## src/rtl/spi_sb_pkg.sv

```systemverilog
package spi_sb_pkg;

  typedef enum logic [1:0] {
    LINE_DUPLEX  = 2'd0,
    LINE_LISTEN  = 2'd1,
    LINE_WIRE_TX = 2'd2,
    LINE_WIRE_RX = 2'd3
  } line_mode_e;

  typedef struct packed {
    logic tx_en;
    logic rx_en;
    logic rx_pad;
  } line_use_t;

  function automatic line_mode_e pick_mode(input logic bidir, input logic rxonly,
                                           input logic dir_out);
    if (bidir) return dir_out ? LINE_WIRE_TX : LINE_WIRE_RX;
    return rxonly ? LINE_LISTEN : LINE_DUPLEX;
  endfunction

  function automatic line_use_t mode_use(input line_mode_e m);
    line_use_t u;
    case (m)
      LINE_DUPLEX:  u = '{tx_en: 1'b1, rx_en: 1'b1, rx_pad: 1'b0};
      LINE_LISTEN:  u = '{tx_en: 1'b0, rx_en: 1'b1, rx_pad: 1'b0};
      LINE_WIRE_TX: u = '{tx_en: 1'b1, rx_en: 1'b0, rx_pad: 1'b0};
      default:      u = '{tx_en: 1'b0, rx_en: 1'b1, rx_pad: 1'b1};
    endcase
    return u;
  endfunction

endpackage

```

## src/rtl/spi_sb_sync.sv

```systemverilog
module spi_sb_sync #(
  parameter int WIDTH = 4,
  parameter int STAGES = 2,
  parameter logic [WIDTH-1:0] RST_VAL = '0
) (
  input  logic             clk,
  input  logic             rst,
  input  logic [WIDTH-1:0] d,
  output logic [WIDTH-1:0] q
);
  logic [WIDTH-1:0] chain [STAGES];

  always_ff @(posedge clk) begin
    if (rst) begin
      for (int s = 0; s < STAGES; s++) chain[s] <= RST_VAL;
    end else begin
      chain[0] <= d;
      for (int s = 1; s < STAGES; s++) chain[s] <= chain[s-1];
    end
  end

  assign q = chain[STAGES-1];
endmodule

```

## src/rtl/spi_sb_shifter.sv

```systemverilog
module spi_sb_shifter #(
  parameter int FRAME_W = 8
) (
  input  logic               clk,
  input  logic               rst,
  input  logic               sck_s,
  input  logic               csn_s,
  input  logic               din_s,
  input  logic               tx_en,
  input  logic               rx_en,
  input  logic [FRAME_W-1:0] load_data,
  output logic               load_p,
  output logic               done_p,
  output logic [FRAME_W-1:0] rx_word,
  output logic               busy,
  output logic               ser_out
);
  localparam int CNT_W = (FRAME_W > 1) ? $clog2(FRAME_W) : 1;
  localparam logic [CNT_W-1:0] LAST = CNT_W'(FRAME_W - 1);

  logic               sck_q, csn_q, active;
  logic [CNT_W-1:0]   cnt;
  logic [FRAME_W-1:0] tx_sh, rx_sh;
  logic               rise, fall, cs_fall;

  assign rise    = sck_s & ~sck_q;
  assign fall    = ~sck_s & sck_q;
  assign cs_fall = ~csn_s & csn_q;
  assign ser_out = tx_sh[FRAME_W-1];

  always_ff @(posedge clk) begin
    if (rst) begin
      sck_q   <= 1'b0;
      csn_q   <= 1'b1;
      active  <= 1'b0;
      cnt     <= '0;
      tx_sh   <= '0;
      rx_sh   <= '0;
      rx_word <= '0;
      load_p  <= 1'b0;
      done_p  <= 1'b0;
      busy    <= 1'b0;
    end else begin
      sck_q  <= sck_s;
      csn_q  <= csn_s;
      load_p <= 1'b0;
      done_p <= 1'b0;
      if (csn_s) begin
        active <= 1'b0;
        cnt    <= '0;
        busy   <= 1'b0;
      end else if (cs_fall || (fall && !active)) begin
        active <= 1'b1;
        cnt    <= '0;
        load_p <= tx_en;
        if (tx_en) tx_sh <= load_data;
      end else if (rise && active) begin
        rx_sh <= {rx_sh[FRAME_W-2:0], din_s};
        if (cnt == LAST) begin
          cnt     <= '0;
          active  <= 1'b0;
          busy    <= 1'b0;
          done_p  <= rx_en;
          rx_word <= {rx_sh[FRAME_W-2:0], din_s};
        end else begin
          cnt  <= cnt + 1'b1;
          busy <= 1'b1;
        end
      end else if (fall && active && cnt != '0) begin
        tx_sh <= {tx_sh[FRAME_W-2:0], 1'b0};
      end
    end
  end
endmodule

```

## src/rtl/spi_sb_bufs.sv

```systemverilog
module spi_sb_bufs #(
  parameter int FRAME_W = 8
) (
  input  logic               clk,
  input  logic               rst,
  input  logic               wr_en,
  input  logic [FRAME_W-1:0] wr_data,
  input  logic               rd_en,
  input  logic               load_p,
  input  logic               done_p,
  input  logic [FRAME_W-1:0] rx_word,
  output logic [FRAME_W-1:0] tx_buf,
  output logic [FRAME_W-1:0] rx_buf,
  output logic               txe,
  output logic               rxne
);
  always_ff @(posedge clk) begin
    if (rst) begin
      tx_buf <= '0;
      rx_buf <= '0;
      txe    <= 1'b1;
      rxne   <= 1'b0;
    end else begin
      if (load_p) txe <= 1'b1;
      if (wr_en) begin
        tx_buf <= wr_data;
        txe    <= 1'b0;
      end
      if (rd_en) rxne <= 1'b0;
      if (done_p) begin
        rx_buf <= rx_word;
        rxne   <= 1'b1;
      end
    end
  end
endmodule

```

## src/rtl/spi_slave_bidir.sv

```systemverilog
module spi_slave_bidir #(
  parameter int FRAME_W = 8,
  parameter int SYNC_STAGES = 2
) (
  input  logic               clk,
  input  logic               rst,
  input  logic               wr_en,
  input  logic [FRAME_W-1:0] wr_data,
  input  logic               rd_en,
  output logic [FRAME_W-1:0] rd_data,
  input  logic               cfg_bidir,
  input  logic               cfg_rxonly,
  input  logic               cfg_dir_out,
  input  logic               ie_tx,
  input  logic               ie_rx,
  output logic               tx_empty,
  output logic               rx_full,
  output logic               busy,
  output logic               irq_tx,
  output logic               irq_rx,
  input  logic               sck,
  input  logic               cs_n,
  input  logic               mosi,
  input  logic               miso_i,
  output logic               miso_o,
  output logic               miso_oe
);
  import spi_sb_pkg::*;

  localparam int PINS = 4;

  logic [PINS-1:0]    pins_s;
  logic               sck_s, csn_s, mosi_s, misoi_s, din_s;
  logic               load_p, done_p;
  logic [FRAME_W-1:0] rx_word, tx_buf;
  line_use_t          use_q;

  spi_sb_sync #(.WIDTH(PINS), .STAGES(SYNC_STAGES), .RST_VAL(4'b0010)) sync_i (
    .clk(clk), .rst(rst), .d({miso_i, mosi, cs_n, sck}), .q(pins_s)
  );

  assign sck_s   = pins_s[0];
  assign csn_s   = pins_s[1];
  assign mosi_s  = pins_s[2];
  assign misoi_s = pins_s[3];

  assign use_q = mode_use(pick_mode(cfg_bidir, cfg_rxonly, cfg_dir_out));
  assign din_s = use_q.rx_pad ? misoi_s : mosi_s;

  spi_sb_shifter #(.FRAME_W(FRAME_W)) shf_i (
    .clk(clk), .rst(rst), .sck_s(sck_s), .csn_s(csn_s), .din_s(din_s),
    .tx_en(use_q.tx_en), .rx_en(use_q.rx_en), .load_data(tx_buf),
    .load_p(load_p), .done_p(done_p), .rx_word(rx_word), .busy(busy),
    .ser_out(miso_o)
  );

  spi_sb_bufs #(.FRAME_W(FRAME_W)) buf_i (
    .clk(clk), .rst(rst), .wr_en(wr_en), .wr_data(wr_data), .rd_en(rd_en),
    .load_p(load_p), .done_p(done_p), .rx_word(rx_word),
    .tx_buf(tx_buf), .rx_buf(rd_data), .txe(tx_empty), .rxne(rx_full)
  );

  always_ff @(posedge clk) begin
    if (rst) miso_oe <= 1'b0;
    else     miso_oe <= ~csn_s & use_q.tx_en;
  end

  assign irq_tx = tx_empty & ie_tx;
  assign irq_rx = rx_full & ie_rx;
endmodule

```

## config.mk

```make
export PLATFORM = sky130hd
export DESIGN_NAME = spi_slave_bidir
export DESIGN_NICKNAME = d
export VERILOG_FILES = /design/src/rtl/spi_sb_pkg.sv /design/src/rtl/spi_sb_sync.sv /design/src/rtl/spi_sb_shifter.sv /design/src/rtl/spi_sb_bufs.sv /design/src/rtl/spi_slave_bidir.sv
export SDC_FILE = /design/constraint.sdc
export NUM_CORES = 1
export LEC_CHECK = 0
export BUFFER_PORTS_ARGS = -buffer_cell sky130_fd_sc_hd__buf_2
export CAP_MARGIN = 20
export CORE_ASPECT_RATIO = 0.8
export CORE_MARGIN = 4
export CORE_UTILIZATION = 30
export DETAILED_ROUTE_END_ITERATION = 8
export HOLD_SLACK_MARGIN = 0.03
export PLACE_DENSITY_LB_ADDON = 0.08
export SYNTH_ARGS = -nofsm -noshare
export SYNTH_HDL_FRONTEND = slang
export SYNTH_SLANG_ARGS = --single-unit
```

## constraint.sdc

```tcl
create_clock -name clk -period 2 [get_ports clk]
set_input_delay 0.2 -clock clk [delete_from_list [all_inputs] [get_ports clk]]
set_output_delay 0.2 -clock clk [all_outputs]
set_load 0.1 [all_outputs]
```

==> results of run 1 <==
## cells by family (layout without fill, tap and decap cells)
family	after synthesis	count (layout)	synth area share
muxes	32	32	0.1541
adders and majority gates	3	3	0.01628
and+or+nand+nor	85	85	0.1877
DFF	59	59	0.5122
AOI/OAI and AO/OA	36	36	0.09008
buffers and inverters	22	74	0.03961
## cell type report
class / count / area (µm²) / area share
clock inverter: 4 / 47.55 / 0.01649
inverter: 7 / 26.28 / 0.009111
sequential: 59 / 1181 / 0.4095
multi-input combinational: 156 / 1037 / 0.3597
timing repair buffer: 51 / 295.3 / 0.1024
clock buffer: 12 / 165.2 / 0.05727
tap: 105 / 131.4 / 0.04555
## routing by layer
layer	vias up	wire length (µm)	GRT usage
met5	-	0	0
li1	907	-	-
met1	777	2679	0.1621
met4	0	81	0.04588
met2	38	1907	0.1505
met3	8	278	0.04765
## worst max-delay path, stage by stage (launching register included)
cell,delay [ns]
sky130_fd_sc_hd__dfxtp_1,0.31
sky130_fd_sc_hd__or3b_1,0.39
sky130_fd_sc_hd__a221o_1,0.36
sky130_fd_sc_hd__a211o_2,0.42
sky130_fd_sc_hd__mux2_4,0.33
## per-stage QoR
step                        util  cells  hold WS [ns]
after global placement    0.3595    378        0.3877
after global routing      0.3883    394       0.04148
after detailed placement  0.3595    378        0.3925
final                     0.3883    394       0.05563
after floorplan                -    237        0.2993
after CTS                 0.3881    394       0.03505
## final timing paths
kind | slack (ns) | end | from | depth (start not counted)
worst max-delay path | 0.09 | shf_i.tx_sh[6]$_SDFFE_PP0P_ | shf_i.active$_SDFFE_PP0P_ | 4
worst min-delay path | 0.06 | sync_i.chain[0][1]$_SDFF_PP1_ | cs_n | 2
worst max register to register | 0.09 | shf_i.tx_sh[6]$_SDFFE_PP0P_ | shf_i.active$_SDFFE_PP0P_ | 4
worst min register to register | 0.41 | sync_i.chain[0][5]$_SDFF_PP1_ | sync_i.chain[0][1]$_SDFF_PP1_ | 1
## where the power goes
group / internal [W] / total, W / switching, W
logic: 0.0000490 / 0.000128 / 0.0000786
registers: 0.00120 / 0.00121 / 0.0000100
clock network: 0.000673 / 0.00113 / 0.000461
total: 0.00192 / 0.00247 / 0.000550
## cell usage in the layout (no fill, tap or decap)
cell / instances
sky130_fd_sc_hd__or3b_1: 1
sky130_fd_sc_hd__buf_4: 16
sky130_fd_sc_hd__nor4_1: 1
sky130_fd_sc_hd__mux2i_1: 25
sky130_fd_sc_hd__buf_2: 35
sky130_fd_sc_hd__bufinv_16: 1
sky130_fd_sc_hd__nand2_1: 8
sky130_fd_sc_hd__nor3_2: 1
sky130_fd_sc_hd__clkinv_2: 2
sky130_fd_sc_hd__and2_2: 2
sky130_fd_sc_hd__clkinvlp_4: 1
sky130_fd_sc_hd__or3_1: 1
sky130_fd_sc_hd__nor4bb_1: 2
sky130_fd_sc_hd__a31o_1: 1
sky130_fd_sc_hd__a311oi_1: 1
sky130_fd_sc_hd__nor2_1: 31
sky130_fd_sc_hd__mux2_4: 7
sky130_fd_sc_hd__clkbuf_8: 12
sky130_fd_sc_hd__a221o_1: 1
sky130_fd_sc_hd__dfxtp_1: 59
sky130_fd_sc_hd__nor2b_1: 16
sky130_fd_sc_hd__inv_1: 7
sky130_fd_sc_hd__or2_2: 3
sky130_fd_sc_hd__nand2b_1: 1
sky130_fd_sc_hd__nor3b_1: 1
sky130_fd_sc_hd__nand3_1: 14
sky130_fd_sc_hd__a31oi_1: 1
sky130_fd_sc_hd__nand3b_1: 2
sky130_fd_sc_hd__nor3_1: 1
sky130_fd_sc_hd__a21oi_1: 17
sky130_fd_sc_hd__a211o_2: 1
sky130_fd_sc_hd__a211oi_1: 4
sky130_fd_sc_hd__ha_1: 3
sky130_fd_sc_hd__o21ai_0: 10
## state kept, by name (all words and copies together) (netlist names)
signal and count:
buf_i.rx_buf 8, buf_i.rxne 1, buf_i.tx_buf 8, buf_i.txe 1
miso_oe 1, shf_i.active 1, shf_i.busy 1, shf_i.cnt 3
shf_i.csn_q 1, shf_i.done_p 1, shf_i.load_p 1, shf_i.rx_sh 7
shf_i.rx_word 8, shf_i.sck_q 1, shf_i.tx_sh 8, sync_i.chain 8
==> results_tabular.tex, run 1 <==
\begin{tabular}{lr}
\hline
Metric & Value \\
\hline
\multicolumn{2}{l}{\textbf{STA}} \\
Final-report setup violation count & 0 \\
Slew margin rel. & 0.6130 \\
Final-report max-slew violation count & 0 \\
Final cycle utilization of the critical path & 0.9559 \\
Smallest setup slack after layout & 0.08812 ns \\
Final clock skew & 0.006012 ns \\
Fmax & 523.0 MHz \\
Final Hold Violating Endpoints & 0 \\
Transition time at the pin with the least slew margin & 0.5797 ns \\
Sum Neg Setup Slack & 0 ns \\
RSZ-0062 raised after global routing & false \\
Final min period & 1.912 ns \\
\multicolumn{2}{l}{\textbf{Route}} \\
Routed length per placed instance & 12.55 µm \\
Residual DRC & 0 \\
Number of antenna-violating nets in the routed design & 0 \\
Number of vias after detailed routing & 1730 \\
Total routed wirelength & 4945 µm \\
First-pass iteration count of the detailed router & 4 \\
Iteration-0 DRC Markers & 69 \\
Vias per cell & 4.391 \\
\multicolumn{2}{l}{\textbf{Synth}} \\
Async S/R FF share, synth & 0 \\
Count of state elements after synthesis & 59 \\
Post-synthesis cell type count & 32 \\
Area leader, netlist & sky130\_fd\_sc\_hd\_\_dfxtp\_1 \\
Leading register cell type out of synthesis & sky130\_fd\_sc\_hd\_\_dfxtp\_1 \\
Cells taking the most area after synthesis & sky130\_fd\_sc\_hd\_\_dfxtp\_1, sky130\_fd\_sc\_hd\_\_mux2i\_1, sky130\_fd\_sc\_hd\_\_nor2\_1 \\
Synth Warn \# & 0 \\
Syn Area/Cell & 9.730 µm² \\
Sequential element share of the synthesized area & 0.5122 \\
Mapped Nets & 261 \\
Number of synthesized flops with an enable pin & 0 \\
Post-Syn Instances & 237 \\
Top cell types by occurrence after synthesis & sky130\_fd\_sc\_hd\_\_dfxtp\_1, sky130\_fd\_sc\_hd\_\_nor2\_1, sky130\_fd\_sc\_hd\_\_mux2i\_1 \\
Most instantiated library cell after synthesis & sky130\_fd\_sc\_hd\_\_dfxtp\_1 \\
Synth Cell Area & 0.002306 mm² \\
Fraction of synthesized cell area taken by the top area cell type & 0.5122 \\
\multicolumn{2}{l}{\textbf{Clocking}} \\
Maximum clock insertion buffer count & 2 \\
Clock tree from TritonCTS & done \\
Num CTS Buffers & 9 \\
Clock-pin transition on the worst setup and hold timing paths & 0.06 ns \\
Post-cts gate resize count & 0 \\
Clock tree sinks & 59 \\
Root cell of the clock tree & sky130\_fd\_sc\_hd\_\_clkbuf\_8 \\
Number of levels the H-tree was split into & 3 \\
Post-CTS setup buffer count & 0 \\
Hold buffer count at cts & 0 \\
Insertion delay of the later-clocked pin in the worst-skew pair & 0.33 ns \\
\multicolumn{2}{l}{\textbf{Power and ir drop}} \\
PD cells & 855.3 mW/mm² \\
Leakage & 1.184 nW \\
Worst IR drop on VDD & 0.4598 mV \\
Final Power & 0.002467 W \\
\multicolumn{2}{l}{\textbf{Place}} \\
Area after detailed placement & 0.002670 mm² \\
Setup slack at placement & 0.02980 ns \\
Number of buffer cells added on primary ports & 35 \\
Routability congestion estimate & 0.7551 \\
Estimated wirelength of the detail-placed design & 3488 µm \\
\multicolumn{2}{l}{\textbf{Job}} \\
Total of max-cap violations & 0 \\
\multicolumn{2}{l}{\textbf{Worst setup path}} \\
Sort of element at the end of the critical path & flip-flop \\
Type of the worst setup path & reg -> reg \\
Worst Path Max Fanout & 8 \\
Startpoint types & flip-flop \\
Data arrival, critical path & 2.13 ns \\
Required time at the worst-slack endpoint & 2.22 ns \\
\multicolumn{2}{l}{\textbf{Layout}} \\
Count of inserted antenna diode cells & 0 \\
Nets@finish & 308 \\
Share of layout cells above drive strength 1 & 0.2803 \\
Design area & 0.002884 mm² \\
Area added between synthesis and finish & 25.07\% \\
Layout filler cell count & 789 \\
\multicolumn{2}{l}{\textbf{Floorplan}} \\
Core box area & 0.007427 mm² \\
Number of I/O pins & 36 \\
Overall die width & 106.0 µm \\
Number of rows in the core area & 28 \\
Floorplan die height & 86.42 µm \\
Starting utilization of the core area & 0.3105 \\
Die area & 0.009162 mm² \\
\multicolumn{2}{l}{\textbf{Status}} \\
Result of the run & finished clean \\
\multicolumn{2}{l}{\textbf{Global route}} \\
Number of antenna violations at the first check in global routing & 0 \\
Maximum number of pins on one net before global-route repair & 22 \\
Global-route wire length before repair & 8093 µm \\
Aggregate global routing overflow & 0 \\
Number of global-route vias before repair & 1627 \\
Tot GR Track Use & 0.1139 \\
\multicolumn{2}{l}{\textbf{Min path}} \\
Worst hold path type & in -> reg \\
\hline
\end{tabular}
Note: power is estimated with default switching activity, not from simulation.
==> inputs of run 2 (changes only) <==
==> constraint.sdc (replaced) <==
create_clock -name clk -period 2.35 [get_ports clk]
set_input_delay 0.235 -clock clk [delete_from_list [all_inputs] [get_ports clk]]
set_output_delay 0.235 -clock clk [all_outputs]
set_load 0.1 [all_outputs]
==> run 2 against run 1 <==
  * Non-clock buffer count decreased by 10
  * First-iteration DRC count fell by 48%
  * Combinational power is 20% lower
  * Worst hold slack improved by 0.026 ns
  * Die area did not move
  * Sequential share of layout area up 0.72 points
  * Clock skew is 0.0020 ns higher
  * Sequential cell count unchanged
  * Critical endpoint is now shf_i.tx_sh[2]$_SDFFE_PP0P_
==> results_tabular.tex, run 2 (same netlist as run 1, synthesis figures left out) <==
\begin{tabular}{lr}
\hline
Metric & Value \\
\hline
\multicolumn{2}{l}{\textbf{Status}} \\
Result of the run & finished clean \\
\multicolumn{2}{l}{\textbf{Floorplan}} \\
Overall die width & 106.0 µm (unchanged) \\
Starting utilization of the core area & 0.3105 (unchanged) \\
Number of rows in the core area & 28 (unchanged) \\
Floorplan die height & 86.42 µm (unchanged) \\
Core box area & 0.007427 mm² (unchanged) \\
Die area & 0.009162 mm² (unchanged) \\
Number of I/O pins & 36 (unchanged) \\
\multicolumn{2}{l}{\textbf{Global route}} \\
Global-route wire length before repair & 8010 µm (-1.0\%) \\
Number of global-route vias before repair & 1588 (-2.4\%) \\
Tot GR Track Use & 0.1146 (+0.0006923) \\
Aggregate global routing overflow & 0 (unchanged) \\
Number of antenna violations at the first check in global routing & 0 (unchanged) \\
Maximum number of pins on one net before global-route repair & 25 (+14\%) \\
\multicolumn{2}{l}{\textbf{Power and ir drop}} \\
Leakage & 1.148 nW (-3.0\%) \\
Final Power & 0.002243 W (-9.1\%) \\
PD cells & 791.4 mW/mm² (-7.5\%) \\
Worst IR drop on VDD & 0.2942 mV (-36\%) \\
\multicolumn{2}{l}{\textbf{STA}} \\
Slew margin rel. & 0.5503 (-0.06270) \\
Final Hold Violating Endpoints & 0 (unchanged) \\
Final cycle utilization of the critical path & 0.8715 (-0.08441) \\
Final min period & 2.048 ns (+0.1362 ns) \\
Final clock skew & 0.007975 ns (+0.001962 ns) \\
Final-report max-slew violation count & 0 (unchanged) \\
Final-report setup violation count & 0 (unchanged) \\
Fmax & 488.3 MHz (-6.7\%) \\
RSZ-0062 raised after global routing & false \\
Sum Neg Setup Slack & 0 ns (unchanged) \\
Transition time at the pin with the least slew margin & 0.6731 ns (+0.09346 ns) \\
\multicolumn{2}{l}{\textbf{Worst setup path}} \\
Sort of element at the end of the critical path & flip-flop \\
Cell chain of the critical path & or3b\_1 -> a221o\_1 -> a211o\_1 -> mux2\_4 \\
Required time at the worst-slack endpoint & 2.57 ns (+0.35 ns) \\
Path depth of the worst reg2reg path & 4 (unchanged) \\
Stage delay of the slowest cell on the critical path & 0.46 ns (+0.04 ns) \\
Type of the worst setup path & reg -> reg \\
Data arrival, critical path & 2.27 ns (+0.14 ns) \\
Slowest CP cell & sky130\_fd\_sc\_hd\_\_a211o\_1 \\
Worst Path Max Fanout & 8 (unchanged) \\
Startpoint types & flip-flop \\
\multicolumn{2}{l}{\textbf{Job}} \\
Total of max-cap violations & 0 (unchanged) \\
\multicolumn{2}{l}{\textbf{Layout}} \\
Area added between synthesis and finish & 22.90\% \\
Layout filler cell count & 795 (+0.76\%) \\
Count of inserted antenna diode cells & 0 (unchanged) \\
Register Area & 0.001181 mm² (unchanged) \\
Design area & 0.002834 mm² (-1.7\%) \\
Most common library cell in the layout ignoring fill and taps & sky130\_fd\_sc\_hd\_\_dfxtp\_1 \\
Nets@finish & 298 (-3.2\%) \\
Share of layout cells above drive strength 1 & 0.2401 (-0.04013) \\
Multi-input gate area in the final layout & 0.001033 mm² (-0.36\%) \\
Post-route insts no fill & 384 (-2.5\%) \\
Fin util & 0.3816 (-0.006739) \\
Highest-count cells in the layout ignoring fill and taps & sky130\_fd\_sc\_hd\_\_dfxtp\_1, sky130\_fd\_sc\_hd\_\_buf\_2, sky130\_fd\_sc\_hd\_\_nor2\_1 \\
\multicolumn{2}{l}{\textbf{Route}} \\
Number of antenna-violating nets in the routed design & 0 (unchanged) \\
Residual DRC & 0 (unchanged) \\
Vias per cell & 4.372 (-0.42\%) \\
First-pass iteration count of the detailed router & 4 (unchanged) \\
Number of vias after detailed routing & 1679 (-2.9\%) \\
Total routed wirelength & 4921 µm (-0.49\%) \\
Iteration-0 DRC Markers & 36 (-48\%) \\
Routed length per placed instance & 12.82 µm (+2.1\%) \\
\multicolumn{2}{l}{\textbf{Clocking}} \\
Clock tree from TritonCTS & done \\
Post-CTS setup buffer count & 0 (unchanged) \\
Insertion delay of the later-clocked pin in the worst-skew pair & 0.33 ns (about the same) \\
Num CTS Buffers & 9 (unchanged) \\
Clock tree sinks & 59 (unchanged) \\
Hold buffer count at cts & 0 (unchanged) \\
Post-cts gate resize count & 0 (unchanged) \\
Root cell of the clock tree & sky130\_fd\_sc\_hd\_\_clkbuf\_8 \\
Clock-pin transition on the worst setup and hold timing paths & 0.07 ns (about the same) \\
Maximum clock insertion buffer count & 2 (unchanged) \\
Number of levels the H-tree was split into & 3 (unchanged) \\
\multicolumn{2}{l}{\textbf{Place}} \\
Estimated wirelength of the detail-placed design & 3464 µm (-0.69\%) \\
Total instance count after detailed placement & 368 (-2.6\%) \\
Area after detailed placement & 0.002592 mm² (-2.9\%) \\
Number of buffer cells added on primary ports & 35 (unchanged) \\
Routability congestion estimate & 0.7220 (-4.4\%) \\
\multicolumn{2}{l}{\textbf{Min path}} \\
Worst hold path type & in -> reg \\
Hold path depth & 2 (unchanged) \\
\hline
\end{tabular}
run 2: path summary, 6_finish.rpt:
| kind | start | slack [ns] | end |
|---|---|---|---|
| hold / removal | cs_n | 0.08 | sync_i.chain[0][1]$_SDFF_PP1_ |
| hold reg to reg | sync_i.chain[0][1]$_SDFF_PP1_ | 0.41 | sync_i.chain[0][5]$_SDFF_PP1_ |
| setup reg to reg | shf_i.sck_q$_SDFF_PP0_ | 0.30 | shf_i.tx_sh[2]$_SDFFE_PP0P_ |
| setup / recovery | shf_i.sck_q$_SDFF_PP0_ | 0.30 | shf_i.tx_sh[2]$_SDFFE_PP0P_ |
run 2: power by group:
group          leakage, nW  switching [W]  internal [W]
sequential           0.479     0.00000955       0.00102
clock                0.123       0.000384      0.000730
combinational        0.546      0.0000659     0.0000362
total                 1.15       0.000459       0.00178
run 2: stage by stage:
stage	hold WS (ns)	setup slack [ns]
floorplan	0.3343	0.3018
global placement	0.3989	0.3405
detailed placement	0.3989	0.3205
CTS	0.06374	0.3036
global route	0.08388	0.2118
finish	0.08142	0.3019
run 2: area by class of cell:
class / count / area share
clock inverters: 5 / 0.03532
repair buffers: 41 / 0.07770
inverters: 7 / 0.009272
multi-input cells: 156 / 0.3647
well taps: 105 / 0.04636
clock buffers: 11 / 0.04989
flip-flops and latches: 59 / 0.4168
run 2: per-layer routing:
layer	routed length, µm	vias up	track usage
met5	0	-	0
met4	59	0	0.03529
met3	333	6	0.06031
met2	1889	38	0.1534
met1	2638	751	0.1581
li1	-	884	-
run 2: critical path, delay by kind of cell, from the launching register on:
family	cells	cell delay, ns
AO/OA/AOI/OAI	2	0.83
AND/OR/NAND/NOR	1	0.38
multiplexers	1	0.36
flip-flops	1	0.37
==> inputs of run 3 (changes only) <==
--- a/config.mk
+++ b/config.mk
@@ -5,6 +5,7 @@
 export SDC_FILE = /design/constraint.sdc
 export NUM_CORES = 1
 export LEC_CHECK = 0
+export ABC_AREA = 1
 export BUFFER_PORTS_ARGS = -buffer_cell sky130_fd_sc_hd__buf_2
 export CAP_MARGIN = 20
 export CORE_ASPECT_RATIO = 0.8
@@ -16,3 +17,4 @@
 export SYNTH_ARGS = -nofsm -noshare
 export SYNTH_HDL_FRONTEND = slang
 export SYNTH_SLANG_ARGS = --single-unit
+export TNS_END_PERCENT = 1
==> run 3 against run 2 <==
  * First-iteration DRC count increased by 72%
  * Worst hold slack improved by 0.00090 ns
  * Final cell count rose by 19%
  * Die area down 1.3%
  * Critical path depth up 3
  * Largest power group is now registers
  * Critical path type unchanged
  * Sequential power about the same
  * Setup slack improved by 0.57 ns
  * Sequential cell count is the same
==> results_tabular.tex, run 3 <==
\begin{tabular}{lr}
\hline
Metric & Value \\
\hline
\multicolumn{2}{l}{\textbf{Layout}} \\
Nets@finish & 371 (+24\%) \\
Most common library cell in the layout ignoring fill and taps & sky130\_fd\_sc\_hd\_\_nor2\_1 \\
Highest-count cells in the layout ignoring fill and taps & sky130\_fd\_sc\_hd\_\_nor2\_1, sky130\_fd\_sc\_hd\_\_nand2\_1, sky130\_fd\_sc\_hd\_\_dfxtp\_1 \\
Count of inserted antenna diode cells & 0 (unchanged) \\
Share of layout cells above drive strength 1 & 0.1903 (-0.04980) \\
Area added between synthesis and finish & 20.53\% \\
\multicolumn{2}{l}{\textbf{Clocking}} \\
Maximum clock insertion buffer count & 2 (unchanged) \\
Post-cts gate resize count & 0 (unchanged) \\
Num CTS Buffers & 9 (unchanged) \\
Root cell of the clock tree & sky130\_fd\_sc\_hd\_\_clkbuf\_8 \\
Clock-pin transition on the worst setup and hold timing paths & 0.07 ns (about the same) \\
Post-CTS setup buffer count & 0 (unchanged) \\
Clock tree from TritonCTS & done \\
Hold buffer count at cts & 0 (unchanged) \\
Insertion delay of the later-clocked pin in the worst-skew pair & 0.34 ns (about the same) \\
Number of levels the H-tree was split into & 3 (unchanged) \\
Clock tree sinks & 59 (unchanged) \\
\multicolumn{2}{l}{\textbf{Route}} \\
Vias per cell & 4.125 (-5.7\%) \\
Total routed wirelength & 4847 µm (-1.5\%) \\
Number of vias after detailed routing & 1885 (+12\%) \\
Iteration-0 DRC Markers & 62 (+72\%) \\
Routed length per placed instance & 10.61 µm (-17\%) \\
Residual DRC & 0 (unchanged) \\
First-pass iteration count of the detailed router & 4 (unchanged) \\
Number of antenna-violating nets in the routed design & 0 (unchanged) \\
\multicolumn{2}{l}{\textbf{Global route}} \\
Number of global-route vias before repair & 1832 (+15\%) \\
Number of antenna violations at the first check in global routing & 0 (unchanged) \\
Aggregate global routing overflow & 0 (unchanged) \\
Tot GR Track Use & 0.1191 (+0.004491) \\
Global-route wire length before repair & 8473 µm (+5.8\%) \\
Maximum number of pins on one net before global-route repair & 23 (-8.0\%) \\
\multicolumn{2}{l}{\textbf{Synth}} \\
Post-Syn Instances & 307 (+30\%) \\
Cells taking the most area after synthesis & sky130\_fd\_sc\_hd\_\_dfxtp\_1, sky130\_fd\_sc\_hd\_\_nor2\_1, sky130\_fd\_sc\_hd\_\_nand2\_1 \\
Sequential element share of the synthesized area & 0.5195 (+0.007329) \\
Leading register cell type out of synthesis & sky130\_fd\_sc\_hd\_\_dfxtp\_1 \\
Synth Warn \# & 0 (unchanged) \\
Synth Cell Area & 0.002273 mm² (-1.4\%) \\
Async S/R FF share, synth & 0 (unchanged) \\
Mapped Nets & 331 (+27\%) \\
Fraction of synthesized cell area taken by the top area cell type & 0.5195 (+0.007329) \\
Area leader, netlist & sky130\_fd\_sc\_hd\_\_dfxtp\_1 \\
Top cell types by occurrence after synthesis & sky130\_fd\_sc\_hd\_\_nor2\_1, sky130\_fd\_sc\_hd\_\_nand2\_1, sky130\_fd\_sc\_hd\_\_dfxtp\_1 \\
Number of synthesized flops with an enable pin & 0 (unchanged) \\
Most instantiated library cell after synthesis & sky130\_fd\_sc\_hd\_\_nor2\_1 \\
Syn Area/Cell & 7.405 µm² (-24\%) \\
Post-synthesis cell type count & 21 (-34\%) \\
Count of state elements after synthesis & 59 (unchanged) \\
\multicolumn{2}{l}{\textbf{STA}} \\
Smallest hold slack & 0.08233 ns (+0.0009047 ns) \\
RSZ-0062 raised after global routing & false \\
Final-report max-slew violation count & 0 (unchanged) \\
Fmax & 677.3 MHz (+39\%) \\
Final clock skew & 0.008793 ns (+0.0008182 ns) \\
Final Hold Violating Endpoints & 0 (unchanged) \\
Transition time at the pin with the least slew margin & 0.5184 ns (-0.1547 ns) \\
Sum Neg Setup Slack & 0 ns (unchanged) \\
Final min period & 1.476 ns (-0.5716 ns) \\
Slew margin rel. & 0.6531 (+0.1028) \\
Final cycle utilization of the critical path & 0.6283 (-0.2432) \\
Final-report setup violation count & 0 (unchanged) \\
\multicolumn{2}{l}{\textbf{Job}} \\
Total of max-cap violations & 0 (unchanged) \\
\multicolumn{2}{l}{\textbf{Floorplan}} \\
Number of rows in the core area & 28 (unchanged) \\
Starting utilization of the core area & 0.3075 (-0.002929) \\
Overall die width & 105.3 µm (-0.66\%) \\
Die area & 0.009043 mm² (-1.3\%) \\
Core box area & 0.007392 mm² (-0.47\%) \\
Floorplan die height & 85.86 µm (-0.64\%) \\
Number of I/O pins & 36 (unchanged) \\
\multicolumn{2}{l}{\textbf{Worst setup path}} \\
Path depth of the worst reg2reg path & 7 (+3) \\
Worst Path Max Fanout & 16 (+8) \\
Setup slack, reg-to-reg & 0.87 ns (+0.57 ns) \\
Required time at the worst-slack endpoint & 2.58 ns (about the same) \\
Data arrival, critical path & 1.70 ns (-0.57 ns) \\
Critical register-to-register path endpoint & shf\_i.rx\_word[7]\$\_SDFFE\_PP0P\_ \\
Startpoint types & flip-flop \\
Sort of element at the end of the critical path & flip-flop \\
Type of the worst setup path & reg -> reg \\
R2R Path Start & shf\_i.cnt[0]\$\_SDFFE\_PP0N\_ \\
\multicolumn{2}{l}{\textbf{Place}} \\
Number of buffer cells added on primary ports & 35 (unchanged) \\
Routability congestion estimate & 0.7461 (+3.3\%) \\
Estimated wirelength of the detail-placed design & 3367 µm (-2.8\%) \\
\multicolumn{2}{l}{\textbf{Power and ir drop}} \\
Leakage & 1.306 nW (+14\%) \\
Worst IR drop on VDD & 0.3006 mV (+2.2\%) \\
PD cells & 748.7 mW/mm² (-5.4\%) \\
\multicolumn{2}{l}{\textbf{Status}} \\
Result of the run & finished clean \\
\multicolumn{2}{l}{\textbf{Min path}} \\
Worst min-delay path startpoint & cs\_n \\
Hold Path End & sync\_i.chain[0][1]\$\_SDFF\_PP1\_ \\
Worst hold path type & in -> reg \\
Hold path depth & 2 (unchanged) \\
\hline
\end{tabular}
run 3: through the flow:
| stage | setup WS (ns) | instance area (µm²) | power, W | cells | utilization |
|---|---|---|---|---|---|
| 6_report | 0.8735 | 2740 | 0.002052 | 457 | 0.3707 |
| 5_1_grt | 0.6523 | 2740 | 0.002159 | 457 | 0.3707 |
| 4_1_cts | 0.8582 | 2740 | 0.002086 | 457 | 0.3707 |
| 3_5_place_dp | 0.8526 | 2547 | 0.001174 | 441 | 0.3446 |
| 3_3_place_gp | 0.9104 | 2547 | 0.001174 | 441 | 0.3446 |
| 2_1_floorplan | 0.4445 | 2273 | 0.001134 | 307 | - |
run 3: cell families after synthesis:
family	count (synthesis)	share of synthesized area
AO/OA/AOI/OAI	47	0.1051
adder cells (fa/ha/maj)	3	0.01651
buffers and inverters	46	0.08420
flip-flops	59	0.5195
AND/OR/NAND/NOR	152	0.2746
run 3: power by group:
group          internal (W)  switching (W)
Sequential          0.00102     0.00000885
Clock              0.000508       0.000393
Combinational     0.0000356      0.0000834
Total               0.00157       0.000485
run 3: routing by layer:
metal	track usage	wire, µm
met1	0.1505	2393
met2	0.1811	2179
met3	0.05418	232
met4	0.03933	42
met5	0	0
run 3: worst max path at each step:
stage	startpoint	to	slack, ns	depth (start not counted)
after detailed placement	shf_i.cnt[0]$_SDFFE_PP0N_	shf_i.rx_word[0]$_SDFFE_PP0P_	0.85	7
after global placement	shf_i.cnt[0]$_SDFFE_PP0N_	shf_i.rx_word[0]$_SDFFE_PP0P_	0.91	7
after floorplan	buf_i.rxne$_SDFFE_PP0P_	irq_rx	0.44	2
final	shf_i.cnt[0]$_SDFFE_PP0N_	shf_i.rx_word[7]$_SDFFE_PP0P_	0.87	7
after global routing	shf_i.cnt[0]$_SDFFE_PP0N_	shf_i.rx_word[1]$_SDFFE_PP0P_	0.65	7
after CTS	shf_i.cnt[0]$_SDFFE_PP0N_	shf_i.rx_word[0]$_SDFFE_PP0P_	0.86	7
run 3: layout make-up:
class	instances	area, µm²
Inverter	38	143.9
Timing Repair Buffer	37	190.2
Clock inverter	6	55.05
Tap cell	105	131.4
Clock buffer	10	137.6
Sequential cell	59	1181
Multi-Input combinational cell	202	900.9
Fill cell	812	4652
run 3: critical path, stage by stage (launching register included):
cell and delay [ns]:
sky130_fd_sc_hd__dfxtp_1 0.38, sky130_fd_sc_hd__ha_1 0.17, sky130_fd_sc_hd__ha_1 0.21, sky130_fd_sc_hd__nand2_4 0.08, sky130_fd_sc_hd__nor2_4 0.29, sky130_fd_sc_hd__inv_1 0.09
sky130_fd_sc_hd__nor2_1 0.11, sky130_fd_sc_hd__nor2_1 0.05
